===== config.mk =====
export PLATFORM = sky130hd
export DESIGN_NAME = rt_bit_register
export DESIGN_NICKNAME = d
export VERILOG_FILES = /design/src/rtl/rt_bit_pkg.sv /design/src/rtl/rt_cmd_decode.sv /design/src/rtl/rt_selftest_timer.sv /design/src/rtl/rt_bit_register.sv
export SDC_FILE = /design/constraint.sdc
export NUM_CORES = 1
export LEC_CHECK = 0
export CAP_MARGIN = 20
export CORE_MARGIN = 2
export CORE_UTILIZATION = 40
export DETAILED_ROUTE_END_ITERATION = 10
export PLACE_DENSITY = 0.75
export SLEW_MARGIN = 5
export SYNTH_ARGS = -nofsm -noshare
export SYNTH_HDL_FRONTEND = slang
export SYNTH_HIERARCHICAL = 1
export SYNTH_SLANG_ARGS = --single-unit
export TNS_END_PERCENT = 20

===== constraint.sdc =====
create_clock -name clk -period 1.61 [get_ports clk]
set_input_delay 0.2415 -clock clk [delete_from_list [all_inputs] [get_ports clk]]
set_output_delay 0.2415 -clock clk [all_outputs]
set_load 0.005 [all_outputs]

===== src/rtl/rt_bit_pkg.sv =====
package rt_bit_pkg;
    localparam int WORD_W = 16;

    // bit positions in the built-in-test word
    localparam int B_TTO     = 0;
    localparam int B_HSF     = 1;
    localparam int B_LOOP    = 2;
    localparam int B_ILL_TR  = 3;
    localparam int B_ILL_CMD = 4;
    localparam int B_WC_LO   = 5;
    localparam int B_WC_HI   = 6;
    localparam int B_ILL_BC  = 7;
    localparam int B_SHUT0   = 8;
    localparam int B_SHUT1   = 9;
    localparam int B_TF_INH  = 11;
    localparam int B_TTO0    = 12;
    localparam int B_TTO1    = 13;

    localparam logic [WORD_W-1:0] CMD_CLEAR_MASK = 16'h00F8;

    typedef struct packed {
        logic [4:0] rt;
        logic       tr;
        logic [4:0] sa;
        logic [4:0] mc;
    } cmd_t;

    localparam logic [4:0] MC_DYN_BUS  = 5'd0;
    localparam logic [4:0] MC_TX_STAT  = 5'd2;
    localparam logic [4:0] MC_XMTR_SD  = 5'd4;
    localparam logic [4:0] MC_RESET    = 5'd8;
    localparam logic [4:0] MC_TX_VEC   = 5'd16;
    localparam logic [4:0] MC_SYNC_D   = 5'd17;
    localparam logic [4:0] MC_TX_LAST  = 5'd18;
    localparam logic [4:0] MC_TX_BIT   = 5'd19;
    localparam logic [4:0] MC_SEL_SD   = 5'd20;
    localparam logic [4:0] MC_SEL_OVR  = 5'd21;
endpackage


===== src/rtl/rt_cmd_decode.sv =====
module rt_cmd_decode
    import rt_bit_pkg::*;
#(
    parameter logic [4:0] BCAST_ADDR = 5'd31
) (
    input  logic        cmd_valid_i,
    input  logic [15:0] cmd_word_i,
    input  logic        ss_veto_n_i,
    input  logic        rsvd_reject_i,
    input  logic        sd_permit_i,
    output logic        ill_tr_o,
    output logic        ill_cmd_o,
    output logic        ill_bc_o,
    output logic        exempt_o,
    output logic        reset_cmd_o
);
    cmd_t c;
    logic is_mode, is_bcast, is_rsvd, tr_care, tr_need, is_sd, needs_tx, clean;

    always_comb begin
        c        = cmd_t'(cmd_word_i);
        is_mode  = (c.sa == 5'd0) || (c.sa == 5'd31);
        is_bcast = (c.rt == BCAST_ADDR);
        is_rsvd  = is_mode && (((c.mc >= 5'd9) && (c.mc <= 5'd15)) || (c.mc >= 5'd22));
        tr_care  = is_mode && !is_rsvd;
        tr_need  = !((c.mc == MC_SYNC_D) || (c.mc == MC_SEL_SD) || (c.mc == MC_SEL_OVR));
        is_sd    = is_mode && ((c.mc == MC_XMTR_SD) || (c.mc == MC_SEL_SD));
        if (is_mode)
            needs_tx = c.tr && ((c.mc == MC_DYN_BUS) || (c.mc == MC_TX_STAT) ||
                                (c.mc == MC_TX_VEC)  || (c.mc == MC_TX_LAST) ||
                                (c.mc == MC_TX_BIT));
        else
            needs_tx = c.tr;

        ill_tr_o  = cmd_valid_i && tr_care && (c.tr != tr_need);
        ill_cmd_o = cmd_valid_i && (!ss_veto_n_i || (is_rsvd && rsvd_reject_i) ||
                                    (is_sd && !sd_permit_i));
        ill_bc_o  = cmd_valid_i && is_bcast && needs_tx;
        clean     = !ill_tr_o && !ill_cmd_o && !ill_bc_o;

        exempt_o    = cmd_valid_i && is_mode && c.tr && clean &&
                      ((c.mc == MC_TX_STAT) || (c.mc == MC_TX_LAST) || (c.mc == MC_TX_BIT));
        reset_cmd_o = cmd_valid_i && is_mode && (c.mc == MC_RESET) && clean;
    end
endmodule


===== src/rtl/rt_selftest_timer.sv =====
module rt_selftest_timer #(
    parameter int MIN_TICKS = 660,
    parameter int MAX_TICKS = 800
) (
    input  logic clk,
    input  logic rst_n,
    input  logic start_i,
    input  logic fire_i,
    input  logic tick_i,
    output logic fail_o
);
    localparam int CW = $clog2(MAX_TICKS + 2);

    typedef struct packed {
        logic          active;
        logic [CW-1:0] count;
    } tmr_t;

    tmr_t tmr_d, tmr_q;

    always_comb begin
        tmr_d  = tmr_q;
        fail_o = 1'b0;
        if (start_i) begin
            tmr_d.active = 1'b1;
            tmr_d.count  = '0;
        end else if (tmr_q.active) begin
            if (fire_i) begin
                fail_o       = (tmr_q.count < CW'(MIN_TICKS));
                tmr_d.active = 1'b0;
            end else if (tick_i) begin
                if (tmr_q.count == CW'(MAX_TICKS)) begin
                    fail_o       = 1'b1;
                    tmr_d.active = 1'b0;
                end else begin
                    tmr_d.count = tmr_q.count + 1'b1;
                end
            end
        end
    end

    always_ff @(posedge clk or negedge rst_n) begin
        if (!rst_n) tmr_q <= '0;
        else        tmr_q <= tmr_d;
    end

    // a failure is only reported while a window is being timed
    assert_fail_only_armed_R9: assert property (@(posedge clk) disable iff (!rst_n)
        fail_o |-> tmr_q.active);
    // the count never runs past the upper limit
    assert_count_bounded_R9: assert property (@(posedge clk) disable iff (!rst_n)
        tmr_q.count <= CW'(MAX_TICKS));
endmodule


===== src/rtl/rt_bit_register.sv =====
module rt_bit_register
    import rt_bit_pkg::*;
#(
    parameter logic [4:0] BCAST_ADDR = 5'd31,
    parameter int         ST_MIN_US  = 660,
    parameter int         ST_MAX_US  = 800
) (
    input  logic        clk,
    input  logic        rst_n,
    input  logic        cmd_valid,
    input  logic [15:0] cmd_word,
    input  logic        ss_veto_n,
    input  logic        rsvd_reject,
    input  logic        sd_permit,
    input  logic        ev_tx_timeout,
    input  logic        tx_bus,
    input  logic        ev_hs_fail,
    input  logic        ev_loop_fail,
    input  logic        ev_wc_low,
    input  logic        ev_wc_high,
    input  logic [1:0]  ev_bus_shut,
    input  logic        ev_tf_inhibit,
    input  logic        st_start,
    input  logic        st_fire,
    input  logic        us_tick,
    output logic [15:0] bit_word
);
    typedef struct packed {
        logic [WORD_W-1:0] word;
    } bit_state_t;

    bit_state_t st_d, st_q;
    logic ill_tr, ill_cmd, ill_bc, exempt, reset_cmd, st_fail;
    logic [WORD_W-1:0] set_vec;

    rt_cmd_decode #(.BCAST_ADDR(BCAST_ADDR)) dec_i (
        .cmd_valid_i  (cmd_valid),
        .cmd_word_i   (cmd_word),
        .ss_veto_n_i  (ss_veto_n),
        .rsvd_reject_i(rsvd_reject),
        .sd_permit_i  (sd_permit),
        .ill_tr_o     (ill_tr),
        .ill_cmd_o    (ill_cmd),
        .ill_bc_o     (ill_bc),
        .exempt_o     (exempt),
        .reset_cmd_o  (reset_cmd)
    );

    rt_selftest_timer #(.MIN_TICKS(ST_MIN_US), .MAX_TICKS(ST_MAX_US)) tmr_i (
        .clk    (clk),
        .rst_n  (rst_n),
        .start_i(st_start),
        .fire_i (st_fire),
        .tick_i (us_tick),
        .fail_o (st_fail)
    );

    always_comb begin
        set_vec            = '0;
        set_vec[B_TTO]     = ev_tx_timeout || st_fail;
        set_vec[B_HSF]     = ev_hs_fail;
        set_vec[B_LOOP]    = ev_loop_fail;
        set_vec[B_ILL_TR]  = ill_tr;
        set_vec[B_ILL_CMD] = ill_cmd;
        set_vec[B_WC_LO]   = ev_wc_low;
        set_vec[B_WC_HI]   = ev_wc_high;
        set_vec[B_ILL_BC]  = ill_bc;
        set_vec[B_SHUT0]   = ev_bus_shut[0];
        set_vec[B_SHUT1]   = ev_bus_shut[1];
        set_vec[B_TF_INH]  = ev_tf_inhibit;
        set_vec[B_TTO0]    = ev_tx_timeout && !tx_bus;
        set_vec[B_TTO1]    = ev_tx_timeout && tx_bus;

        st_d = st_q;
        if (reset_cmd)
            st_d.word = '0;
        else if (cmd_valid && !exempt)
            st_d.word = st_q.word & ~CMD_CLEAR_MASK;
        // sets are applied last so they win over any clear
        st_d.word = st_d.word | set_vec;
    end

    always_ff @(posedge clk or negedge rst_n) begin
        if (!rst_n) st_q <= '0;
        else        st_q <= st_d;
    end

    assign bit_word = st_q.word;

    assert_unused_zero_R1: assert property (@(posedge clk) disable iff (!rst_n)
        (bit_word[15:14] == 2'b00) && !bit_word[10]);
    assert_reset_cmd_clears_R2: assert property (@(posedge clk) disable iff (!rst_n)
        reset_cmd && (set_vec == '0) |=> bit_word == '0);
    assert_sticky_tto_R3: assert property (@(posedge clk) disable iff (!rst_n)
        bit_word[B_TTO] && !reset_cmd |=> bit_word[B_TTO]);
    assert_exempt_untouched_R5: assert property (@(posedge clk) disable iff (!rst_n)
        exempt && (set_vec == '0) |=> $stable(bit_word));
    assert_ill_bc_sets_R7: assert property (@(posedge clk) disable iff (!rst_n)
        ill_bc |=> bit_word[B_ILL_BC]);
    assert_ill_tr_sets_R8: assert property (@(posedge clk) disable iff (!rst_n)
        ill_tr |=> bit_word[B_ILL_TR]);
    assert_set_beats_clear_R10: assert property (@(posedge clk) disable iff (!rst_n)
        cmd_valid && ev_wc_low |=> bit_word[B_WC_LO]);
    assert_tto_bus_R11: assert property (@(posedge clk) disable iff (!rst_n)
        ev_tx_timeout |=> bit_word[B_TTO] && (bit_word[B_TTO0] || bit_word[B_TTO1]));
endmodule


==> out/metrics.csv, run 1 <==
metric,value,unit
critPathLaunchType,flip-flop,
synthMostInstantiatedCell,sky130_fd_sc_hd__dfrtp_1,
timing.final.hold_violations,0,
tritoncts,done,
postLayoutSetupSlackWorst,-0.1673,ns
detail_route.vias_per_cell,5.448,
max_cap_violations,0,
part_of_the_yosys_area_used_for_sequential_elements,42.52,%
path_cells,"or4b_4, nor3_4, a21oi_2, nor4b_2, a211o_2",
die_w,63.43,microns
depth_of_the_cts_h_tree,1,
fmax,562.6,MHz
critical-path-max-stage-delay,0.57,ns
io_pins,50,
globalRouteTotalUtil,20.84,%
drt_iter0_markers,64,
layout_cells_excl_fill,259,
wirelength,4.013,mm
leakagePower,0.0009192,uW
clock_skew_after_layout,0.01034,ns
count_of_buffers_inserted_at_the_top_level_ports,46,
synth_enable_flop_cells,0,
drt_pass1_iterations,5,
number_of_antenna_violations_at_the_first_check_in_global_routing,0,
post_route_cells_drive_above_1_share,25.35,%
vias,1411,
fin_crit_sh,110.4,%
post_synth_inst_count,140,
grt_first_pass_wirelength,6.817,mm
grt_max_degree,25,
core_region_area,3363,sq um
clk-insertion-delay-late,0.31,ns
cp-end-kind,flip-flop,
crit_type,flip-flop to flip-flop,
cellPowerDensity,591.5,nW/um^2
die_area,4023,sq um
first_global_vias,1497,
yosys.cell_types.count,49,
clock_tree.root_cell,sky130_fd_sc_hd__clkbuf_4,
routed_wire_length_per_instance,15.49,microns
antennaDiodeCount,0,
synth_largest_type_area_fraction,42.52,%
failed_checks,negative setup slack,
hp-class,primary input to async pin,
rsz_0062_raised_after_global_routing,true,
row_count,21,
clock-sinks,24,
post_synth_instance_area,1413,sq um
final_max_slew_violation_count,0,
synth_seq_cells,24,
area_growth_syn_to_layout,54.65,%
clock_path_buffers,2,
cpMaxStageDelayCell,sky130_fd_sc_hd__or4b_4,
synth.largest_area_cell,sky130_fd_sc_hd__dfrtp_1,
worst-endpoint-required,1.87,ns
globalRouteOverflowTotal,0,
endpoints_failing_setup,5,
place.gp.congestion,0.8836,
status,"finished, violations left",
synth.top_cells.by_count,"24 x sky130_fd_sc_hd__dfrtp_1, 11 x sky130_fd_sc_hd__nor2_1, 8 x sky130_fd_sc_hd__o21ai_0",
detail-route-antenna-nets,0,
yosysWarningCount,6,
dpl.hpwl,3.005,mm
post-route-min-period,1.777,ns
initial_core_util,42.00,%
max-vdd-ir-drop,0.3226,mV
finish.net_count,250,
worst_setup_slack_after_placement,-0.4472,ns
cts.clk_slew.worst_paths,0.14,ns
cp_max_fo,2,
route.detailed.drc,0,
worst_path_arrival_time,2.03,ns
cts_inserted_buffers,3,
most_used_dff_post_synth,sky130_fd_sc_hd__dfrtp_1,
die_height,63.43,microns
synth.avg_cell_area,10.09,sq um
dpl.cell_count,252,
ys_top_cells_by_area,"sky130_fd_sc_hd__dfrtp_1 43%, sky130_fd_sc_hd__a21o_1 3.2%, sky130_fd_sc_hd__a31o_1 3.1%, sky130_fd_sc_hd__nor2_1 2.9%, sky130_fd_sc_hd__o21ai_0 2.8%",
share_of_synthesized_flip_flops_with_an_asynchronous_set_or_reset,100.0,%
fillerInstances,298,
-- worst paths after layout --
kind	slack, ns	to	start	cells past startpoint
max reg2reg	-0.17	bit_word[0]$_DFF_PN0_	tmr_i/tmr_q[7]$_DFFE_PN0P_	5
min reg2reg	0.49	bit_word[9]$_DFF_PN0_	bit_word[9]$_DFF_PN0_	1
min	0.26	tmr_i/tmr_q[0]$_DFFE_PN0P_	rst_n	2
min in group clk	0.48	bit_word[9]$_DFF_PN0_	ev_bus_shut[1]	2
max	-0.17	bit_word[0]$_DFF_PN0_	tmr_i/tmr_q[7]$_DFFE_PN0P_	5
max in group asynchronous	1.11	tmr_i/tmr_q[0]$_DFFE_PN0P_	rst_n	2
-- flip-flops by register name, indices dropped and copies added, names as in the netlist --
register     count
bit_word        13
tmr_i/tmr_q     11
-- per-stage QoR --
step / utilization [%] / setup TNS (ns) / area [sq um] / hold slack, ns / total power [uW]
final: 64.96 / -0.5336 / 2185 / 0.2595 / 1292
after global routing: 64.96 / -0.8835 / 2185 / 0.2892 / 1353
after CTS: 63.02 / -0.3299 / 2120 / 0.2655 / 1297
after detailed placement: 61.24 / -5.234 / 2059 / 0.4677 / 864.9
after global placement: 61.24 / -4.024 / 2059 / 0.4620 / 856.2
after floorplan: - / -0.04854 / 1420 / -0.05409 / 707.4
-- final cells by class --
class / instances / area [sq um] / share of cell area (%)
well taps: 46 / 57.56 / 2.635
clock buffers: 3 / 22.52 / 1.031
repair buffers: 73 / 670.6 / 30.70
multi-input cells: 105 / 770.7 / 35.28
clock inverters: 1 / 30.03 / 1.375
flip-flops and latches: 24 / 601.8 / 27.55
inverters: 7 / 31.28 / 1.432
-- report_power, final --
group	internal, uW	switching (uW)
registers	614	9.98
clock network	252	177
logic	143	96.5
total	1010	284
-- timing repair --
action / CTS / global route
setup endpoints to repair: 8 / 18
buffers inserted: 0 / 3
pin swaps: 4 / 4
hold buffers: 0 / 0
gates resized for setup: 3 / 11
-- layout by cell type (no fill, tap or decap), types with 3 or more instances in the layout --
cell type / instances
sky130_fd_sc_hd__dlymetal6s2s_1: 3
sky130_fd_sc_hd__a31oi_1: 3
sky130_fd_sc_hd__nand3_1: 3
sky130_fd_sc_hd__nor2_1: 11
sky130_fd_sc_hd__conb_1: 3
sky130_fd_sc_hd__nand4_1: 3
sky130_fd_sc_hd__nor4_1: 3
sky130_fd_sc_hd__clkdlybuf4s50_1: 43
sky130_fd_sc_hd__inv_1: 6
sky130_fd_sc_hd__o41ai_1: 3
sky130_fd_sc_hd__buf_4: 27
sky130_fd_sc_hd__dfrtp_1: 23
sky130_fd_sc_hd__a21oi_1: 3
sky130_fd_sc_hd__o21ai_0: 6
sky130_fd_sc_hd__o22ai_1: 3
sky130_fd_sc_hd__nor3_1: 3
sky130_fd_sc_hd__nand2_1: 7
sky130_fd_sc_hd__a21o_1: 6
sky130_fd_sc_hd__clkbuf_4: 3
sky130_fd_sc_hd__a31o_1: 5
-- kinds of logic after synthesis --
logic type	after synthesis	share of synthesized area, %
other	1	0.2655
and+or+nand+nor	53	23.91
DFF	24	42.52
muxes	1	0.7086
buffers and inverters	13	6.022
xor gates and xnor gates	3	1.860
AOI/OAI and AO/OA	43	22.94
adders and majority gates	2	1.771
-- metal layers --
layer  part of all wire, %  wire (microns)  vias to the layer above  track usage, %
met5                     0               0                        -               0
met4                  0.52              21                        0           6.522
met3                   6.3             251                        4           4.643
met2                    55            2203                       46           38.42
met1                    38            1537                      691           23.68
li1                      -               -                      670               -
-- critical path: cells and delay by family, from the launching register on --
| family | cells | cell delay [ns] |
|---|---|---|
| AND/OR/NAND/NOR | 3 | 1.06 |
| flip-flops | 1 | 0.42 |
| AO/OA/AOI/OAI | 2 | 0.23 |
(Power assumes the default switching activity.)
==> run 2: changes to the inputs <==
--- a/config.mk
+++ b/config.mk
@@ -9,7 +9,7 @@
 export CORE_MARGIN = 2
 export CORE_UTILIZATION = 40
 export DETAILED_ROUTE_END_ITERATION = 10
-export PLACE_DENSITY = 0.75
+export PLACE_DENSITY = 0.79
 export SLEW_MARGIN = 5
 export SYNTH_ARGS = -nofsm -noshare
 export SYNTH_HDL_FRONTEND = slang
==> run 2 against run 1 <==
  * The run still ends with negative setup slack left
  * Wire length increased by 4.5%
  * Flip-flop and latch count unchanged
  * Cell area increased by 2.0%
  * Sequential share of layout area decreased by 0.54 points
  * Worst setup slack improved by 0.073 ns
  * Fmax increased by 4.3%
  * Clock power about the same
  * Largest cell class unchanged
  * Highest routed layer unchanged
==> out/metrics.csv, run 2 (synthesis gave the netlist of run 1 again) <==
metric,value,unit,change
cp_max_fo,2,,unchanged
wirelength,4.192,mm,was 4.013 mm
fillerInstances,296,,was 298
globalRouteOverflowTotal,0,,unchanged
mostFrequentLayoutCell,sky130_fd_sc_hd__clkdlybuf4s50_1,,unchanged
core_region_area,3363,sq um,unchanged
internal-power,1011,uW,was 1008 uW
routed_wire_length_per_instance,15.82,microns,was 15.49 microns
layout.cells.most_common_list,"39 x sky130_fd_sc_hd__clkdlybuf4s50_1, 33 x sky130_fd_sc_hd__buf_4, 23 x sky130_fd_sc_hd__dfrtp_1",,"was 43 x sky130_fd_sc_hd__clkdlybuf4s50_1, 27 x sky130_fd_sc_hd__buf_4, 23 x sky130_fd_sc_hd__dfrtp_1"
clk-insertion-delay-late,0.31,ns,about the same
finish.net_count,256,,was 250
place.gp.congestion,0.8657,,was 0.8836
worst-endpoint-required,1.87,ns,about the same
hold_buffers,0,,unchanged
tritoncts,done,,unchanged
dpl.hpwl,3.137,mm,was 3.005 mm
post_route_cells_drive_above_1_share,27.40,%,was 25.35%
detail_route.vias_per_cell,5.423,,was 5.448
critPathLaunchType,flip-flop,,unchanged
initial_core_util,42.00,%,unchanged
r2r_cells,5,,unchanged
register_area,601.8,sq um,unchanged
endpoints_failing_setup,3,,was 5
io_pins,50,,unchanged
max_cap_violations,0,,unchanged
path_delay_family,simple AND/OR/NAND/NOR gates,,unchanged
hp-class,primary input to async pin,,unchanged
max-vdd-ir-drop,0.3876,mV,was 0.3226 mV
cpMaxStageDelayCell,sky130_fd_sc_hd__or4b_4,,unchanged
count_of_buffers_inserted_at_the_top_level_ports,46,,unchanged
crit_type,flip-flop to flip-flop,,unchanged
post-route-min-period,1.704,ns,was 1.777 ns
largest_reg_flops,13,,unchanged
fin_tns_setup,-0.1053,ns,was -0.5336 ns
route.detailed.drc,0,,unchanged
worst_path_arrival_time,1.97,ns,was 2.03 ns
leakagePower,0.0009790,uW,was 0.0009192 uW
fin_crit_sh,105.9,%,was 110.4%
layout_cells_excl_fill,265,,was 259
drt_pass1_iterations,4,,was 5
regToRegEndpoint,bit_word[0]$_DFF_PN0_,,unchanged
rsz_0062_raised_after_global_routing,true,,unchanged
worst_setup_slack_after_placement,-0.4082,ns,was -0.4472 ns
net-switching-power,288.6,uW,was 283.8 uW
layout.core_utilization,66.26,%,was 64.96%
dpl.cell_count,256,,was 252
failed_checks,negative setup slack,,unchanged
ff2ff_setup_slack,-0.09,ns,was -0.17 ns
clock-sinks,24,,unchanged
path_buf_inv,0,,unchanged
power_switching_share,22.21,%,was 21.96%
die_w,63.43,microns,unchanged
die_area,4023,sq um,unchanged
postLayoutSetupSlackWorst,-0.09436,ns,was -0.1673 ns
globalRouteTotalUtil,20.78,%,was 20.84%
cts.clk_slew.worst_paths,0.13,ns,was 0.14 ns
cts_inserted_buffers,3,,unchanged
regToRegStartpoint,tmr_i/tmr_q[2]$_DFFE_PN0P_,,was tmr_i/tmr_q[7]$_DFFE_PN0P_
drt_iter0_markers,148,,was 64
number_of_antenna_violations_at_the_first_check_in_global_routing,0,,unchanged
fin_total_pwr,1299,uW,was 1292 uW
grt_max_degree,25,,unchanged
clock_power_share,33.1,%,was 33.2%
row_count,21,,unchanged
depth_of_the_cts_h_tree,1,,unchanged
critical-path-max-stage-delay,0.56,ns,was 0.57 ns
clock_tree.root_cell,sky130_fd_sc_hd__clkbuf_4,,unchanged
pwr-share-seq,48.0,%,was 48.3%
status,"finished, violations left",,unchanged
multiInputGateArea,762.0,sq um,was 770.7 sq um
timing.final.hold_violations,0,,unchanged
cellPowerDensity,583.1,nW/um^2,was 591.5 nW/um^2
antennaDiodeCount,0,,unchanged
fmax,586.7,MHz,was 562.6 MHz
area_growth_syn_to_layout,57.75,%,was 54.65%
final_max_slew_violation_count,0,,unchanged
first_global_vias,1402,,was 1497
detail-route-antenna-nets,0,,unchanged
clock_path_buffers,2,,unchanged
vias,1437,,was 1411
clock_skew_after_layout,0.001388,ns,was 0.01034 ns
path_cells,"or4b_4, nor3_4, a21oi_2, nor4b_2, a211o_2",,unchanged
combinationalPowerShare,18.9,%,was 18.5%
cp-end-kind,flip-flop,,unchanged
die_height,63.43,microns,unchanged
grt_first_pass_wirelength,6.637,mm,was 6.817 mm
run 2: power groups by stage:
| stage | Sequential, uW | Combinational (uW) | Clock [uW] |
|---|---|---|---|
| 6_report | 624 | 246 | 430 |
| 2_1_floorplan | 633 | 74.1 | 0 |
| 4_1_cts | 624 | 239 | 441 |
| 3_3_place_gp | 634 | 226 | 0 |
| 5_1_grt | 626 | 265 | 475 |
| 3_5_place_dp | 634 | 235 | 0 |
run 2: timing repair:
item / CTS / global route
gates resized for setup: 2 / 14
buffers inserted: 0 / 5
endpoints found under the setup margin: 7 / 17
pin swaps: 3 / 12
run 2: layout make-up:
type,instances,area share [%]
clock buffer,3,1.011
inverter,7,1.291
clock inverter,1,1.348
sequential,24,27.01
timing repair buffer,79,32.57
multi-input combinational,105,34.19
tap,46,2.583
run 2: metal layers:
layer / GRT usage (%) / vias to the layer above / wire length [microns]
li1: - / 681 / -
met1: 24.66 / 692 / 1637
met2: 38.42 / 54 / 2263
met3: 3.393 / 10 / 215
met4: 5.707 / 0 / 76
met5: 0 / - / 0
run 2: how the worst max path moves through the flow:
stage / start / endpoint / slack, ns / cells after the start
final: tmr_i/tmr_q[2]$_DFFE_PN0P_ / bit_word[0]$_DFF_PN0_ / -0.09 / 5
after global routing: tmr_i/tmr_q[2]$_DFFE_PN0P_ / bit_word[0]$_DFF_PN0_ / -0.19 / 5
after CTS: tmr_i/tmr_q[7]$_DFFE_PN0P_ / bit_word[0]$_DFF_PN0_ / -0.18 / 5
after detailed placement: cmd_word[7] / bit_word[1]$_DFF_PN0_ / -0.41 / 8
after global placement: cmd_word[7] / bit_word[0]$_DFF_PN0_ / -0.31 / 7
after floorplan: tmr_i/tmr_q[7]$_DFFE_PN0P_ / bit_word[0]$_DFF_PN0_ / -0.05 / 5
run 2: per-stage QoR:
stage          cell area (sq um)  hold slack, ns
2_1_floorplan               1420        -0.05409
3_3_place_gp                2090          0.4614
3_5_place_dp                2090          0.4756
4_1_cts                     2150          0.2689
5_1_grt                     2228          0.2725
6_report                    2228          0.2685
==> run 3: changes to the inputs <==
--- a/config.mk
+++ b/config.mk
@@ -9,10 +9,9 @@
 export CORE_MARGIN = 2
 export CORE_UTILIZATION = 40
 export DETAILED_ROUTE_END_ITERATION = 10
-export PLACE_DENSITY = 0.79
+export PLACE_DENSITY = 0.8
 export SLEW_MARGIN = 5
 export SYNTH_ARGS = -nofsm -noshare
 export SYNTH_HDL_FRONTEND = slang
-export SYNTH_HIERARCHICAL = 1
 export SYNTH_SLANG_ARGS = --single-unit
 export TNS_END_PERCENT = 20
==> run 3 against run 2 <==
  * Wire length shrank 4.1%
  * The run still ends with negative setup slack left
  * Largest cell class unchanged
  * Highest routed layer unchanged
  * Sequential power about the same
  * First-iteration DRC count shrank 45%
  * Utilization is 1.1 points higher
  * Flip-flop and latch count unchanged
  * Clock skew increased by 0.0044 ns
  * Largest power group unchanged
==> out/metrics.csv, run 3 <==
metric,value,unit,change
synth_seq_cells,24,,unchanged
grt_max_degree,25,,unchanged
cts_inserted_buffers,3,,unchanged
drt_pass1_iterations,4,,unchanged
largest_reg_flops,13,,unchanged
layout_cells_excl_fill,262,,was 265
grt_first_pass_wirelength,6.320,mm,was 6.637 mm
detail_route.vias_per_cell,5.408,,was 5.423
cellPowerDensity,522.8,nW/um^2,was 583.1 nW/um^2
detail-route-antenna-nets,0,,unchanged
route.top_layer_used,met4,,unchanged
place.gp.congestion,0.9253,,was 0.8657
fin_tns_setup,-0.7651,ns,was -0.1053 ns
routed_wire_length_per_instance,15.34,microns,was 15.82 microns
yosys.cell_types.count,48,,was 49
critPathLaunchType,primary input,,was flip-flop
globalRouteTotalUtil,22.26,%,was 20.78%
fillerInstances,275,,was 296
route.met3.wl,153,microns,was 215 microns
synth.avg_cell_area,9.991,sq um,was 10.09 sq um
post-route-min-period,1.716,ns,was 1.704 ns
post_synth_inst_count,135,,was 140
yosysWarningCount,0,,was 6
clock_path_buffers,2,,unchanged
clk-insertion-delay-late,0.32,ns,was 0.31 ns
antennaDiodeCount,0,,unchanged
die_height,62.07,microns,was 63.43 microns
most_used_dff_post_synth,sky130_fd_sc_hd__dfrtp_1,,unchanged
post_route_cells_drive_above_1_share,32.41,%,was 27.40%
route.detailed.drc,0,,unchanged
cp_max_fo,8,,was 2
part_of_the_yosys_area_used_for_sequential_elements,44.53,%,was 42.52%
r2r_cells,8,,was 5
clock-sinks,24,,unchanged
endpoints_failing_setup,13,,was 3
critical_path_depth_in_cells,6,,was 5
drt_iter0_markers,81,,was 148
row_count,21,,unchanged
synth.largest_area_cell,sky130_fd_sc_hd__dfrtp_1,,unchanged
path_delay_family,simple AND/OR/NAND/NOR gates,,unchanged
failed_checks,negative setup slack,,unchanged
slew_headroom,66.17,%,
vias,1417,,was 1437
clock_skew_after_layout,0.005741,ns,was 0.001388 ns
route.met2.wl,2.247,mm,was 2.263 mm
path_cells,"buf_6, or4_1, nor2_1, a31oi_2, or4_4, a211o_1",,"was or4b_4, nor3_4, a21oi_2, nor4b_2, a211o_2"
cpMaxStageDelayCell,sky130_fd_sc_hd__or4_4,,was sky130_fd_sc_hd__or4b_4
worst_path_arrival_time,1.94,ns,was 1.97 ns
fin_crit_sh,106.6,%,was 105.9%
max-vdd-ir-drop,0.2487,mV,was 0.3876 mV
dpl.hpwl,3.089,mm,was 3.137 mm
io_pins,50,,unchanged
first_global_vias,1460,,was 1402
area_growth_syn_to_layout,64.01,%,was 57.75%
synth_largest_type_area_fraction,44.53,%,was 42.52%
synthMostInstantiatedCell,sky130_fd_sc_hd__dfrtp_1,,unchanged
core_region_area,3284,sq um,was 3363 sq um
initial_core_util,41.07,%,was 42.00%
path_buf_inv,1,,was 0
depth_of_the_cts_h_tree,1,,unchanged
fmax,582.8,MHz,was 586.7 MHz
met1_length,1.548,mm,was 1.637 mm
status,"finished, violations left",,unchanged
cts.clk_slew.worst_paths,0.13,ns,about the same
postLayoutSetupSlackWorst,-0.1060,ns,was -0.09436 ns
globalRouteOverflowTotal,0,,unchanged
number_of_antenna_violations_at_the_first_check_in_global_routing,0,,unchanged
ys_top_cells_by_area,"sky130_fd_sc_hd__dfrtp_1 45%, sky130_fd_sc_hd__o21ai_0 4.1%, sky130_fd_sc_hd__nor2_1 3.3%, sky130_fd_sc_hd__a21o_2 3.2%, sky130_fd_sc_hd__a21oi_1 2.2%",,"was sky130_fd_sc_hd__dfrtp_1 43%, sky130_fd_sc_hd__a21o_1 3.2%, sky130_fd_sc_hd__a31o_1 3.1%, sky130_fd_sc_hd__nor2_1 2.9%, sky130_fd_sc_hd__o21ai_0 2.8%"
tritoncts,done,,unchanged
layout.cells.most_common_list,"35 x sky130_fd_sc_hd__clkdlybuf4s50_1, 34 x sky130_fd_sc_hd__buf_4, 24 x sky130_fd_sc_hd__dfrtp_1",,"was 39 x sky130_fd_sc_hd__clkdlybuf4s50_1, 33 x sky130_fd_sc_hd__buf_4, 23 x sky130_fd_sc_hd__dfrtp_1"
worstMarginPinSlew,0.5021,ns,
synth_enable_flop_cells,0,,unchanged
leakagePower,0.0009344,uW,was 0.0009790 uW
cp-end-kind,flip-flop,,unchanged
hp-class,primary input to async pin,,unchanged
mostFrequentLayoutCell,sky130_fd_sc_hd__clkdlybuf4s50_1,,unchanged
final_max_slew_violation_count,0,,unchanged
finish.net_count,254,,was 256
crit_type,primary input to flip-flop,,was flip-flop to flip-flop
wirelength,4.019,mm,was 4.192 mm
clock_tree.root_cell,sky130_fd_sc_hd__clkbuf_4,,unchanged
dpl.cell_count,254,,was 256
worst-endpoint-required,1.83,ns,was 1.87 ns
max_cap_violations,0,,unchanged
timing.final.hold_violations,0,,unchanged
critical-path-max-stage-delay,0.59,ns,was 0.56 ns
die_w,62.07,microns,was 63.43 microns
synth.top_cells.by_count,"24 x sky130_fd_sc_hd__dfrtp_1, 12 x sky130_fd_sc_hd__nor2_1, 11 x sky130_fd_sc_hd__o21ai_0",,"was 24 x sky130_fd_sc_hd__dfrtp_1, 11 x sky130_fd_sc_hd__nor2_1, 8 x sky130_fd_sc_hd__o21ai_0"
die_area,3853,sq um,was 4023 sq um
share_of_synthesized_flip_flops_with_an_asynchronous_set_or_reset,100.0,%,unchanged
post_synth_instance_area,1349,sq um,was 1413 sq um
count_of_buffers_inserted_at_the_top_level_ports,46,,unchanged
rsz_0062_raised_after_global_routing,true,,unchanged
-- run 3: layout make-up --
cell class	instances	area, sq um	share of cell area (%)
multi-input cells	103	790.8	35.75
repair buffers	82	725.7	32.81
flip-flops and latches	24	600.6	27.15
well taps	46	57.56	2.602
clock buffers	3	22.52	1.018
inverters	4	15.01	0.6787
-- run 3: worst paths after layout --
path	startpoint	end	slack, ns
max	cmd_word[6]	bit_word[0]$_DFF_PN0_	-0.11
min	rst_n	bit_word[4]$_DFF_PN0_	0.27
max reg2reg	tmr_i.tmr_q[1]$_DFFE_PN0P_	tmr_i.tmr_q[4]$_DFFE_PN0P_	-0.10
min reg2reg	bit_word[5]$_DFF_PN0_	bit_word[5]$_DFF_PN0_	0.49
max in group asynchronous	rst_n	tmr_i.tmr_q[2]$_DFFE_PN0P_	1.11
min in group clk	ev_hs_fail	bit_word[1]$_DFF_PN0_	0.47
-- run 3: cell families after synthesis --
group / Yosys count / synth area share (%)
flops: 24 / 44.53
xor+xnor: 4 / 2.598
fa+ha+maj: 2 / 1.855
compound gates: 47 / 25.14
simple gates: 47 / 21.43
buf+inv: 10 / 4.173
other cells: 1 / 0.2780
-- run 3: repair_timing --
action / in CTS / in global routing
gates resized for setup: 43 / 3
pin swaps: 20 / 5
hold buffers: 0 / 0
setup buffers: 4 / 1
endpoints found under the setup margin: 21 / 20
-- run 3: metrics by stage --
step           power [uW]  setup WS, ns  hold WS (ns)  cell area (sq um)  util, %
5_1_grt              1203       -0.1977        0.3026               2212    67.35
6_report             1157       -0.1060        0.2663               2212    67.35
2_1_floorplan       697.9       -0.2617      -0.05409               1363        -
3_3_place_gp        863.1       -0.7277        0.4645               2072    63.09
3_5_place_dp        875.7       -0.7831        0.4653               2072    63.09
4_1_cts              1153       -0.1148        0.2741               2191    66.70
-- run 3: report_power, final --
| part | switching (uW) | internal, uW | total [uW] | leakage, uW |
|---|---|---|---|---|
| Sequential | 7.10 | 614 | 621 | 0.000282 |
| Combinational | 115 | 155 | 270 | 0.000639 |
| Clock | 178 | 87.7 | 266 | 0.0000138 |
-- run 3: metal layers --
metal | vias up | global-route usage [%]
li1 | 677 | -
met1 | 690 | 24.58
met2 | 41 | 42.86
met3 | 9 | 2.692
met4 | 0 | 8.207
met5 | - | 0
